`src/rtl/adc_seq_pkg.sv`:
```
package adc_seq_pkg;

  typedef enum logic [2:0] {
    ST_IDLE,
    ST_ACQ,
    ST_ARMED,
    ST_CONV,
    ST_CAL_HOLD,
    ST_CAL_RUN
  } seq_state_t;

  // bit positions of the control inputs inside the synchroniser vector
  localparam int CTL_SMP = 0;
  localparam int CTL_CLK = 1;
  localparam int CTL_CAL = 2;
  localparam int CTL_N   = 3;

endpackage

```
`src/rtl/adc_in_sync.sv`:
```
module adc_in_sync #(
  parameter int N      = 3,
  parameter int STAGES = 2
) (
  input  logic         clk,
  input  logic         rst,
  input  logic [N-1:0] async_i,
  output logic [N-1:0] lvl_o,
  output logic [N-1:0] prev_o
);

  logic [N-1:0] stg [STAGES];
  logic [N-1:0] prev_q;

  always_ff @(posedge clk) begin
    if (rst) begin
      for (int i = 0; i < STAGES; i++) stg[i] <= '0;
      prev_q <= '0;
    end else begin
      stg[0] <= async_i;
      for (int i = 1; i < STAGES; i++) stg[i] <= stg[i-1];
      prev_q <= stg[STAGES-1];
    end
  end

  assign lvl_o  = stg[STAGES-1];
  assign prev_o = prev_q;

endmodule

```
`src/rtl/adc_seq_ctrl.sv`:
```
module adc_seq_ctrl
  import adc_seq_pkg::*;
#(
  parameter int DATA_W  = 16,
  parameter int CAL_LEN = 4096
) (
  input  logic clk,
  input  logic rst,
  input  logic smp_lvl,
  input  logic smp_fall,
  input  logic tick,
  input  logic cal_lvl,
  input  logic cal_fall,
  output logic busy_o,
  output logic cal_flag_o,
  output logic load_o,
  output logic shift_o,
  output logic cal_tick_o,
  output logic cal_bit_o,
  output logic in_cal_o
);

  localparam int CONV_CLKS = DATA_W + 1;
  localparam int CAL_W     = $clog2(CAL_LEN + 1);
  localparam int CONV_W    = $clog2(CONV_CLKS + 1);
  localparam int CNT_W     = (CAL_W > CONV_W) ? CAL_W : CONV_W;
  localparam logic [CNT_W-1:0] CONV_LAST = CNT_W'(CONV_CLKS - 1);
  localparam logic [CNT_W-1:0] CAL_LAST  = CNT_W'(CAL_LEN - 1);

  seq_state_t       state;
  logic [CNT_W-1:0] cnt;
  logic             busy_q;
  logic             flag_q;

  always_ff @(posedge clk) begin
    if (rst) begin
      state  <= ST_IDLE;
      cnt    <= '0;
      busy_q <= 1'b0;
      flag_q <= 1'b0;
    end else if (cal_lvl) begin
      state  <= ST_CAL_HOLD;
      cnt    <= '0;
      busy_q <= 1'b1;
      flag_q <= 1'b0;
    end else begin
      case (state)
        ST_IDLE: if (smp_lvl) state <= ST_ACQ;
        ST_ACQ: if (smp_fall) state <= ST_ARMED;
        ST_ARMED: if (tick) begin
          busy_q <= 1'b1;
          cnt    <= CNT_W'(1);
          state  <= ST_CONV;
        end
        ST_CONV: if (tick) begin
          if (cnt == CONV_LAST) begin
            busy_q <= 1'b0;
            flag_q <= 1'b0;
            cnt    <= '0;
            state  <= smp_lvl ? ST_ACQ : ST_IDLE;
          end else begin
            cnt <= cnt + CNT_W'(1);
          end
        end
        ST_CAL_HOLD: if (cal_fall) state <= ST_CAL_RUN;
        ST_CAL_RUN: if (tick) begin
          if (cnt == CAL_LAST) begin
            busy_q <= 1'b0;
            flag_q <= 1'b1;
            cnt    <= '0;
            state  <= smp_lvl ? ST_ACQ : ST_IDLE;
          end else begin
            cnt <= cnt + CNT_W'(1);
          end
        end
        default: state <= ST_IDLE;
      endcase
    end
  end

  always_comb begin
    load_o     = !cal_lvl && (state == ST_ACQ) && smp_fall;
    shift_o    = !cal_lvl && tick &&
                 ((state == ST_ARMED) || ((state == ST_CONV) && (cnt != CONV_LAST)));
    cal_tick_o = !cal_lvl && tick && (state == ST_CAL_RUN);
    cal_bit_o  = ~cnt[0];
    in_cal_o   = (state == ST_CAL_HOLD) || (state == ST_CAL_RUN);
  end

  assign busy_o     = busy_q;
  assign cal_flag_o = flag_q;

endmodule

```
`src/rtl/adc_shift_out.sv`:
```
module adc_shift_out #(
  parameter int DATA_W   = 16,
  parameter int DCLK_DLY = 2
) (
  input  logic              clk,
  input  logic              rst,
  input  logic [DATA_W-1:0] sar_word,
  input  logic              sar_load,
  input  logic              clear,
  input  logic              load,
  input  logic              shift,
  input  logic              cal_tick,
  input  logic              cal_bit,
  input  logic              force_low,
  output logic              dout_o,
  output logic              dclk_o
);

  localparam int TW = $clog2(DCLK_DLY + 1);

  logic [DATA_W-1:0] hold_q;
  logic [DATA_W-1:0] sreg;
  logic [TW-1:0]     tmr;
  logic              dout_q;
  logic              dclk_q;

  always_ff @(posedge clk) begin
    if (rst) begin
      hold_q <= '0;
      sreg   <= '0;
      tmr    <= '0;
      dout_q <= 1'b0;
      dclk_q <= 1'b0;
    end else begin
      if (sar_load) hold_q <= sar_word;
      if (clear) begin
        sreg   <= '0;
        tmr    <= '0;
        dout_q <= 1'b0;
        dclk_q <= 1'b0;
      end else begin
        if (load) sreg <= hold_q;
        if (shift) begin
          dout_q <= sreg[DATA_W-1];
          sreg   <= {sreg[DATA_W-2:0], 1'b0};
          dclk_q <= 1'b0;
          tmr    <= TW'(DCLK_DLY);
        end else if (cal_tick) begin
          dout_q <= cal_bit;
          dclk_q <= 1'b0;
          tmr    <= TW'(DCLK_DLY);
        end else if (tmr != '0) begin
          tmr <= tmr - TW'(1);
          if (tmr == TW'(1)) dclk_q <= 1'b1;
        end
        if (force_low) dout_q <= 1'b0;
      end
    end
  end

  assign dout_o = dout_q;
  assign dclk_o = dclk_q;

endmodule

```
`src/rtl/adc_serial_seq.sv`:
```
module adc_serial_seq
  import adc_seq_pkg::*;
#(
  parameter int DATA_W      = 16,
  parameter int CAL_LEN     = 4096,
  parameter int DCLK_DLY    = 2,
  parameter int SYNC_STAGES = 2
) (
  input  logic              clk_sys,
  input  logic              rst,
  input  logic              sample_i,
  input  logic              cnv_clk_i,
  input  logic              cal_i,
  input  logic [DATA_W-1:0] sar_word_i,
  input  logic              sar_load_i,
  output logic              busy_o,
  output logic              dout_o,
  output logic              dout_clk_o,
  output logic              cal_done_o
);

  logic [CTL_N-1:0] ctl_raw, ctl_lvl, ctl_prev;
  logic smp_lvl, smp_fall, tick, cal_lvl, cal_fall;
  logic load, shift, cal_tick, cal_bit, in_cal, force_low;

  always_comb begin
    ctl_raw          = '0;
    ctl_raw[CTL_SMP] = sample_i;
    ctl_raw[CTL_CLK] = cnv_clk_i;
    ctl_raw[CTL_CAL] = cal_i;
  end

  adc_in_sync #(.N(CTL_N), .STAGES(SYNC_STAGES)) u_sync (
    .clk(clk_sys), .rst(rst), .async_i(ctl_raw),
    .lvl_o(ctl_lvl), .prev_o(ctl_prev)
  );

  assign smp_lvl  = ctl_lvl[CTL_SMP];
  assign smp_fall = ~ctl_lvl[CTL_SMP] & ctl_prev[CTL_SMP];
  assign tick     = ctl_lvl[CTL_CLK] & ~ctl_prev[CTL_CLK];
  assign cal_lvl  = ctl_lvl[CTL_CAL];
  assign cal_fall = ~ctl_lvl[CTL_CAL] & ctl_prev[CTL_CAL];

  adc_seq_ctrl #(.DATA_W(DATA_W), .CAL_LEN(CAL_LEN)) u_ctrl (
    .clk(clk_sys), .rst(rst),
    .smp_lvl(smp_lvl), .smp_fall(smp_fall), .tick(tick),
    .cal_lvl(cal_lvl), .cal_fall(cal_fall),
    .busy_o(busy_o), .cal_flag_o(cal_done_o),
    .load_o(load), .shift_o(shift), .cal_tick_o(cal_tick),
    .cal_bit_o(cal_bit), .in_cal_o(in_cal)
  );

  assign force_low = in_cal & smp_lvl;

  adc_shift_out #(.DATA_W(DATA_W), .DCLK_DLY(DCLK_DLY)) u_shift (
    .clk(clk_sys), .rst(rst),
    .sar_word(sar_word_i), .sar_load(sar_load_i),
    .clear(cal_lvl), .load(load), .shift(shift),
    .cal_tick(cal_tick), .cal_bit(cal_bit), .force_low(force_low),
    .dout_o(dout_o), .dclk_o(dout_clk_o)
  );

endmodule

```
`config.mk`:
```
export PLATFORM = sky130hd
export DESIGN_NAME = adc_serial_seq
export DESIGN_NICKNAME = d
export VERILOG_FILES = /design/src/rtl/adc_seq_pkg.sv /design/src/rtl/adc_in_sync.sv /design/src/rtl/adc_seq_ctrl.sv /design/src/rtl/adc_shift_out.sv /design/src/rtl/adc_serial_seq.sv
export SDC_FILE = /design/constraint.sdc
export NUM_CORES = 1
export LEC_CHECK = 0
export CAP_MARGIN = 10
export CORE_MARGIN = 3
export CORE_UTILIZATION = 56
export DETAILED_ROUTE_END_ITERATION = 12
export PLACE_DENSITY = 0.82
export SLEW_MARGIN = 0
export SYNTH_ARGS = -nofsm -noshare
export SYNTH_HDL_FRONTEND = slang
export SYNTH_SLANG_ARGS = --single-unit
```
`constraint.sdc`:
```
create_clock -name clk_sys -period 2.3 [get_ports clk_sys]
set_clock_uncertainty 0.1 [all_clocks]
set_input_delay 0.46 -clock clk_sys [delete_from_list [all_inputs] [get_ports clk_sys]]
set_output_delay 0.46 -clock clk_sys [all_outputs]
set_load 0.01 [all_outputs]
```
==> out/metrics.cfg, run 1 <==
[status]
status=finished clean

[yosys]
synth-seq-area-share_pct=45.9
synth_fp_nets=310
synth_cell_types=51
post_synth.cell_area_avg_um2=9.61
syn_inst=286
synth_warnings=0
async_flop_share_pct=0
synth_edf_count=0
syn_area_um2=2750
synth-seq-cells=63
synth-main-ff-cell=dfxtp_1

[cts]
cts_max_level=3
ctsHoldBuffers=0
cts_sinks=63
cts_buffer_depth=2
numCtsBuffers=9
clk_latency_ps=340
clkTransAtPathRegs_ps=70
post_cts_buffers=0
cts_tree=yes
cts_root_buf=clkbuf_8
ctsResizeCount=0

[timing]
max_freq_mhz=480
maxSlewHeadroom_pct=64.6
hold_viol_final=0
fin_setup_tns_ps=0
post-route-period-util_pct=90.7
tightest_slew_ps=528
grt_setup_unrepaired=false
finalCriticalPeriod_ps=2090
finalSetupViolations=0
slew_violations=0

[cells_and_area]
insertedDiodeCount=0
syn_to_final_growth_pct=17.9
drive_gt1_share_pct=11.4
final_cell_mix=dfxtp_1, nor2_1, mux2i_1
final_common_cell=dfxtp_1
nNetsFinal=335
final_cells=381

[drt]
vias=2075
drc=0
routed_wirelength_um=5100
via_per_inst=5.45
drt_pre_antenna_iters=4
drt-wirelength-per-cell_um=13.4
drtAntennaViolNets=0
dr.first_iter.drc_count=156

[run]
maxCapViolCount=0

[placed_design]
place.port_buffers=25
place_congestion=0.830
dpl.hpwl_um=3440
dp_cells=365

[global_routing]
grt_pass1_wl_um=8930
antenna_found_initial=0
grt_use_total_pct=19.2
grt_max_degree=35
gr-total-overflow=0
grt_pass1_vias=1926

[die]
boundaryPins=26
die_h_um=76.1
core_region_area_um2=4530
fp.dieW_um=76.1
rows=24
die_area_um2=5790
start_util_pct=60.6

[power]
ir_worst_vdd_mv=0.596
p_leak_nw=1.32
p_per_area_nw_per_um2=674

[critical_path]
timing_worst_setup_path_type=flop to flop
critPathRequiredTime_ps=2420
worstSetupEndpointType=flop
reg2reg_depth=7
start_kind=flop
critPathMaxFanout=10
crit_arrival_ps=2200
r2r_setup_slack_ps=210

[min_path]
holdPathStages=1
worstHoldPathType=flop to flop

## where the power goes
part / internal [W] / switching, W / leakage [nW]
logic: 0.0000696 / 0.0000593 / 0.708
clock network: 0.000496 / 0.000420 / 0.0960
registers: 0.00112 / 0.0000206 / 0.513
total: 0.00168 / 0.000500 / 1.32
## cells in the mapped netlist (all sizes together) (2+ instances only)
cell / n / area [µm²]
nand2b: 3 / 18.8
o22a: 2 / 18.8
mux2i: 32 / 320
clkbuf: 6 / 22.5
dfxtp: 63 / 1260
ha: 2 / 25.0
a221oi: 2 / 17.5
nor4: 3 / 31.3
nor2b: 12 / 77.6
nand3: 11 / 70.1
buf: 10 / 56.3
a21oi: 8 / 40.0
inv: 8 / 30.0
nor2: 51 / 194
xnor2: 7 / 61.3
o21ai: 6 / 33.8
a211oi: 16 / 120
nor4b: 2 / 17.5
nor3: 6 / 40.0
xor2: 4 / 35.0
nand2: 13 / 48.8
## cells by family (layout without fill, tap and decap cells)
logic type               count (synthesis)  count (layout)  share of synthesized area, %
AO/OA/AOI/OAI                           45              45                          12.8
buffers and inverters                   24              54                          3.96
adder cells (fa/ha/maj)                  2               2                         0.910
AND/OR/NAND/NOR                        108             108                          20.5
flip-flops                              63              63                          45.9
XOR/XNOR                                11              11                          3.50
multiplexers                            33              33                          12.5
## cell type report
| cell class | instances | area (µm²) |
|---|---|---|
| fillers | 365 | 1290 |
| well taps | 65 | 81.3 |
| flip-flops and latches | 63 | 1260 |
| repair buffers | 30 | 300 |
| multi-input cells | 199 | 1380 |
| clock buffers | 10 | 128 |
| inverters | 8 | 30.0 |
| clock inverters | 6 | 61.3 |
## path summary, 6_finish.rpt
| path | start | endpoint |
|---|---|---|
| hold reg to reg | u_sync.stg[0][1]$_SDFF_PP0_ | u_sync.stg[0][4]$_SDFF_PP0_ |
| setup / recovery | u_ctrl.cnt[0]$_SDFFE_PP0P_ | u_ctrl.cnt[5]$_SDFFE_PP0P_ |
| hold / removal | u_sync.stg[0][1]$_SDFF_PP0_ | u_sync.stg[0][4]$_SDFF_PP0_ |
| setup reg to reg | u_ctrl.cnt[0]$_SDFFE_PP0P_ | u_ctrl.cnt[5]$_SDFFE_PP0P_ |
## worst max-delay path: stages, from the launching register on
cell	delay, ps
dfxtp_1	350
inv_1	110
ha_1	140
nor4b_1	340
and3_1	270
o22ai_2	130
o21ai_2	420
nor2_1	100
## registers in the layout, summed over array words and instances, names as in the netlist, 2 cells and up
signal and count:
u_shift.sreg 16, u_sync.prev_o 3, u_shift.tmr 2, u_shift.hold_q 16, u_ctrl.cnt 13, u_ctrl.state 3, u_sync.stg 6
## stage by stage
| stage | cell area (µm²) | setup WS [ps] | hold slack [ps] | util (%) | total power [W] |
|---|---|---|---|---|---|
| 6_report | 3240 | 215 | 342 | 71.5 | 0.00218 |
| 5_1_grt | 3240 | 108 | 365 | 71.5 | 0.00227 |
| 4_1_cts | 3240 | 212 | 345 | 71.5 | 0.00220 |
| 3_5_place_dp | 3050 | 221 | 329 | 67.3 | 0.00129 |
| 3_3_place_gp | 3050 | 316 | 317 | 67.3 | 0.00129 |
| 2_1_floorplan | 2750 | 551 | 314 | - | 0.00124 |
## metal layers
layer	vias up	wire, µm	track usage [%]
met2	41	2300	29.3
met3	10	189	3.90
li1	1062	-	-
met5	-	0	0
met1	962	2480	24.8
met4	0	138	12.5
Power figures use the tool's default switching activity.
==> run 2: changes to the inputs <==
Settings changed: CTS_CLUSTER_SIZE set to 30.
==> results of run 2 <==
Final layout, timing and power as in run 1 (identical DEF).
==> run 3: changes to the inputs <==
Settings changed: CORE_UTILIZATION 56 to 57, PLACE_DENSITY 0.82 to 0.83, SYNTH_HIERARCHICAL set to 1.
==> out/metrics.cfg, run 3 <==
[status]
status=complete, but fails checks
violations=negative setup slack

[die]
start_util_pct=59.8
core_region_area_um2=4790
fp.dieW_um=76.9
boundaryPins=26
rows=25
die_area_um2=5910
die_h_um=76.9

[placed_design]
place.port_buffers=25
dpl.hpwl_um=4340
placed_cell_area_um2=3350
place_congestion=0.913

[drt]
drt-wirelength-per-cell_um=15.8
drt_pre_antenna_iters=4
drc=0
routed_wirelength_um=6760
drtAntennaViolNets=0
via_per_inst=5.65
vias=2424
dr.first_iter.drc_count=199

[yosys]
synth_adder_area_share_pct=0.874
synthXorXnorAreaFrac_pct=2.14
syn_inst=297
synth_top_family_by_area=simple AND/OR/NAND/NOR gates
synth_warnings=6
async_flop_share_pct=0
post_synth.cell_area_avg_um2=9.64
synth_cell_types=53
synth-seq-cells=63
synth_top_area_share_pct=44.1
yosys.area_share.simple_pct=19.4
syn_area_um2=2860
synthTopCellsByArea=dfxtp_1, mux2i_1, nor2b_1, a211oi_1, nor2_1
synth_area_leader_cell=dfxtp_1
synthTopCellsByCount=dfxtp_1, mux2i_1, nor2b_1, nor2_1, a211oi_1
synthMuxAreaShare_pct=12.6
synth-seq-area-share_pct=44.1
synth-main-ff-cell=dfxtp_1
synth_edf_count=0
synth_fp_nets=321
synth_compound_area_share_pct=14.8
yosysMostFrequentCell=dfxtp_1

[min_path]
holdPathStages=1
worstHoldPathType=flop to flop
min_to=u_sync/stg[0][4]$_SDFF_PP0_
hold_start=u_sync/stg[0][1]$_SDFF_PP0_

[cells_and_area]
syn_to_final_growth_pct=29.6
reg_top3=u_shift/hold_q (16), u_shift/sreg (16), u_ctrl/cnt (13)
final_common_cell=dfxtp_1
fin_util_pct=77.5
final_cell_mix=dfxtp_1, buf_4, mux2i_1
drive_gt1_share_pct=22.7
insertedDiodeCount=0
design_area_um2=3710
nNetsFinal=381

[critical_path]
r2r-start=u_ctrl/cnt[0]$_SDFFE_PP0P_
r2r_end=u_shift/sreg[8]$_SDFFE_PP0P_
start_kind=flop
critPathMaxFanout=9
worstPathCellList=inv_4 -> ha_4 -> or4b_4 -> o311a_4 -> a21oi_4 -> nor3b_4 -> buf_2 -> nor2b_1 -> a211oi_1
critPathRequiredTime_ps=2440
cp_slowest_cell=or4b_4
crit_arrival_ps=2490
reg2reg_depth=9
timing_worst_setup_path_type=flop to flop
max_stage_delay_ps=460
worstSetupEndpointType=flop
r2r_setup_slack_ps=-50

[cts]
numCtsBuffers=9
cts_root_buf=clkbuf_8
cts_tree=yes
cts_max_level=3
clk_latency_ps=350
clkTransAtPathRegs_ps=70
cts_buffer_depth=2
cts_sinks=63

[global_routing]
grt_pass1_wl_um=11000
antenna_found_initial=0
grt_pass1_vias=2419
grt_max_degree=24
gr-total-overflow=0
grt_use_total_pct=23.5

[timing]
max_freq_mhz=425
tightest_slew_ps=765
maxSlewHeadroom_pct=49.0
post-route-period-util_pct=102
hold_viol_final=0
postLayoutSetupSlackWorst_ps=-52.7
finalSetupViolations=3
finalCriticalPeriod_ps=2350
whs_ps=345
grt_setup_unrepaired=true
fin_setup_tns_ps=-64.9
slew_violations=0

[run]
maxCapViolCount=0

[power]
ir_worst_vdd_mv=0.464
power.total_w=0.00229
p_leak_nw=1.43
p_per_area_nw_per_um2=617

run 3: changes by cell type in the layout (fill, tap and decap cells not counted), sizes merged, moves of 5 or more:
| cell | before | now |
|---|---|---|
| buf | 5 | 47 |
| nor2 | 51 | 26 |
| nor2b | 12 | 29 |
| nand3 | 11 | 4 |
| a21oi | 8 | 13 |
| xnor2 | 7 | 2 |
run 3: worst max path at each step:
stage | startpoint | to | slack [ps] | cells after the start
floorplan | u_ctrl/cnt[0]$_SDFFE_PP0P_ | u_shift/tmr[0]$_SDFFE_PP0P_ | -200 | 10
global placement | u_ctrl/cnt[0]$_SDFFE_PP0P_ | u_shift/tmr[0]$_SDFFE_PP0P_ | 3 | 8
detailed placement | u_ctrl/cnt[0]$_SDFFE_PP0P_ | u_shift/tmr[0]$_SDFFE_PP0P_ | -80 | 8
CTS | u_ctrl/cnt[0]$_SDFFE_PP0P_ | u_shift/tmr[0]$_SDFFE_PP0P_ | -40 | 8
global route | u_ctrl/cnt[0]$_SDFFE_PP0P_ | u_shift/sreg[8]$_SDFFE_PP0P_ | -140 | 9
finish | u_ctrl/cnt[0]$_SDFFE_PP0P_ | u_shift/sreg[8]$_SDFFE_PP0P_ | -50 | 9
run 3: stage by stage:
stage,setup slack (ps),instances
after floorplan,-200,297
after global placement,3.20,402
after detailed placement,-84.6,402
final,-52.7,429
after global routing,-140,429
after CTS,-42.2,424
run 3: final cells by class:
cell class	instances	area, µm²
inverters	8	32.5
well taps	67	83.8
fillers	293	1070
clock buffers	10	128
clock inverters	6	61.3
repair buffers	72	614
multi-input cells	203	1530
flip-flops and latches	63	1260
run 3: worst max-delay path: cells and delay by family, from the launching register on:
| family | cells | cell delay [ps] |
|---|---|---|
| compound gates | 3 | 770 |
| simple gates | 3 | 700 |
| flops | 1 | 350 |
| buf+inv | 2 | 230 |
| fa+ha+maj | 1 | 100 |
run 3: timing repair:
| item | 4_1_cts | 5_1_grt |
|---|---|---|
| endpoints found under the setup margin | 13 | 26 |
| hold buffers | 0 | 0 |
| buffers inserted | 6 | 3 |
| gates cloned | 0 | 2 |
| pin swaps | 5 | 6 |
| gates resized for setup | 7 | 8 |
| hold endpoints to repair | 0 | 0 |
run 3: logic make-up (layout without fill, tap and decap cells):
group	count (synthesis)	after routing
AOI/OAI and AO/OA	59	59
xor gates and xnor gates	7	7
adders and majority gates	2	2
buffers and inverters	31	96
DFF	63	63
muxes	36	36
and+or+nand+nor	99	99
run 3: report_power, final:
group	switching (W)	internal, W
Combinational	0.000105	0.000115
Sequential	0.0000214	0.00112
Clock	0.000430	0.000496
Total	0.000557	0.00173
run 3: per-layer routing:
layer / part of all wire [%] / vias to the layer above / routed length [µm] / global-route usage (%)
li1: - / 1180 / - / -
met5: 0 / - / 0 / 0
met4: 2.9 / 0 / 193 / 13.9
met3: 4.8 / 17 / 322 / 5.40
met2: 49 / 78 / 3290 / 38.2
met1: 44 / 1149 / 2960 / 28.2
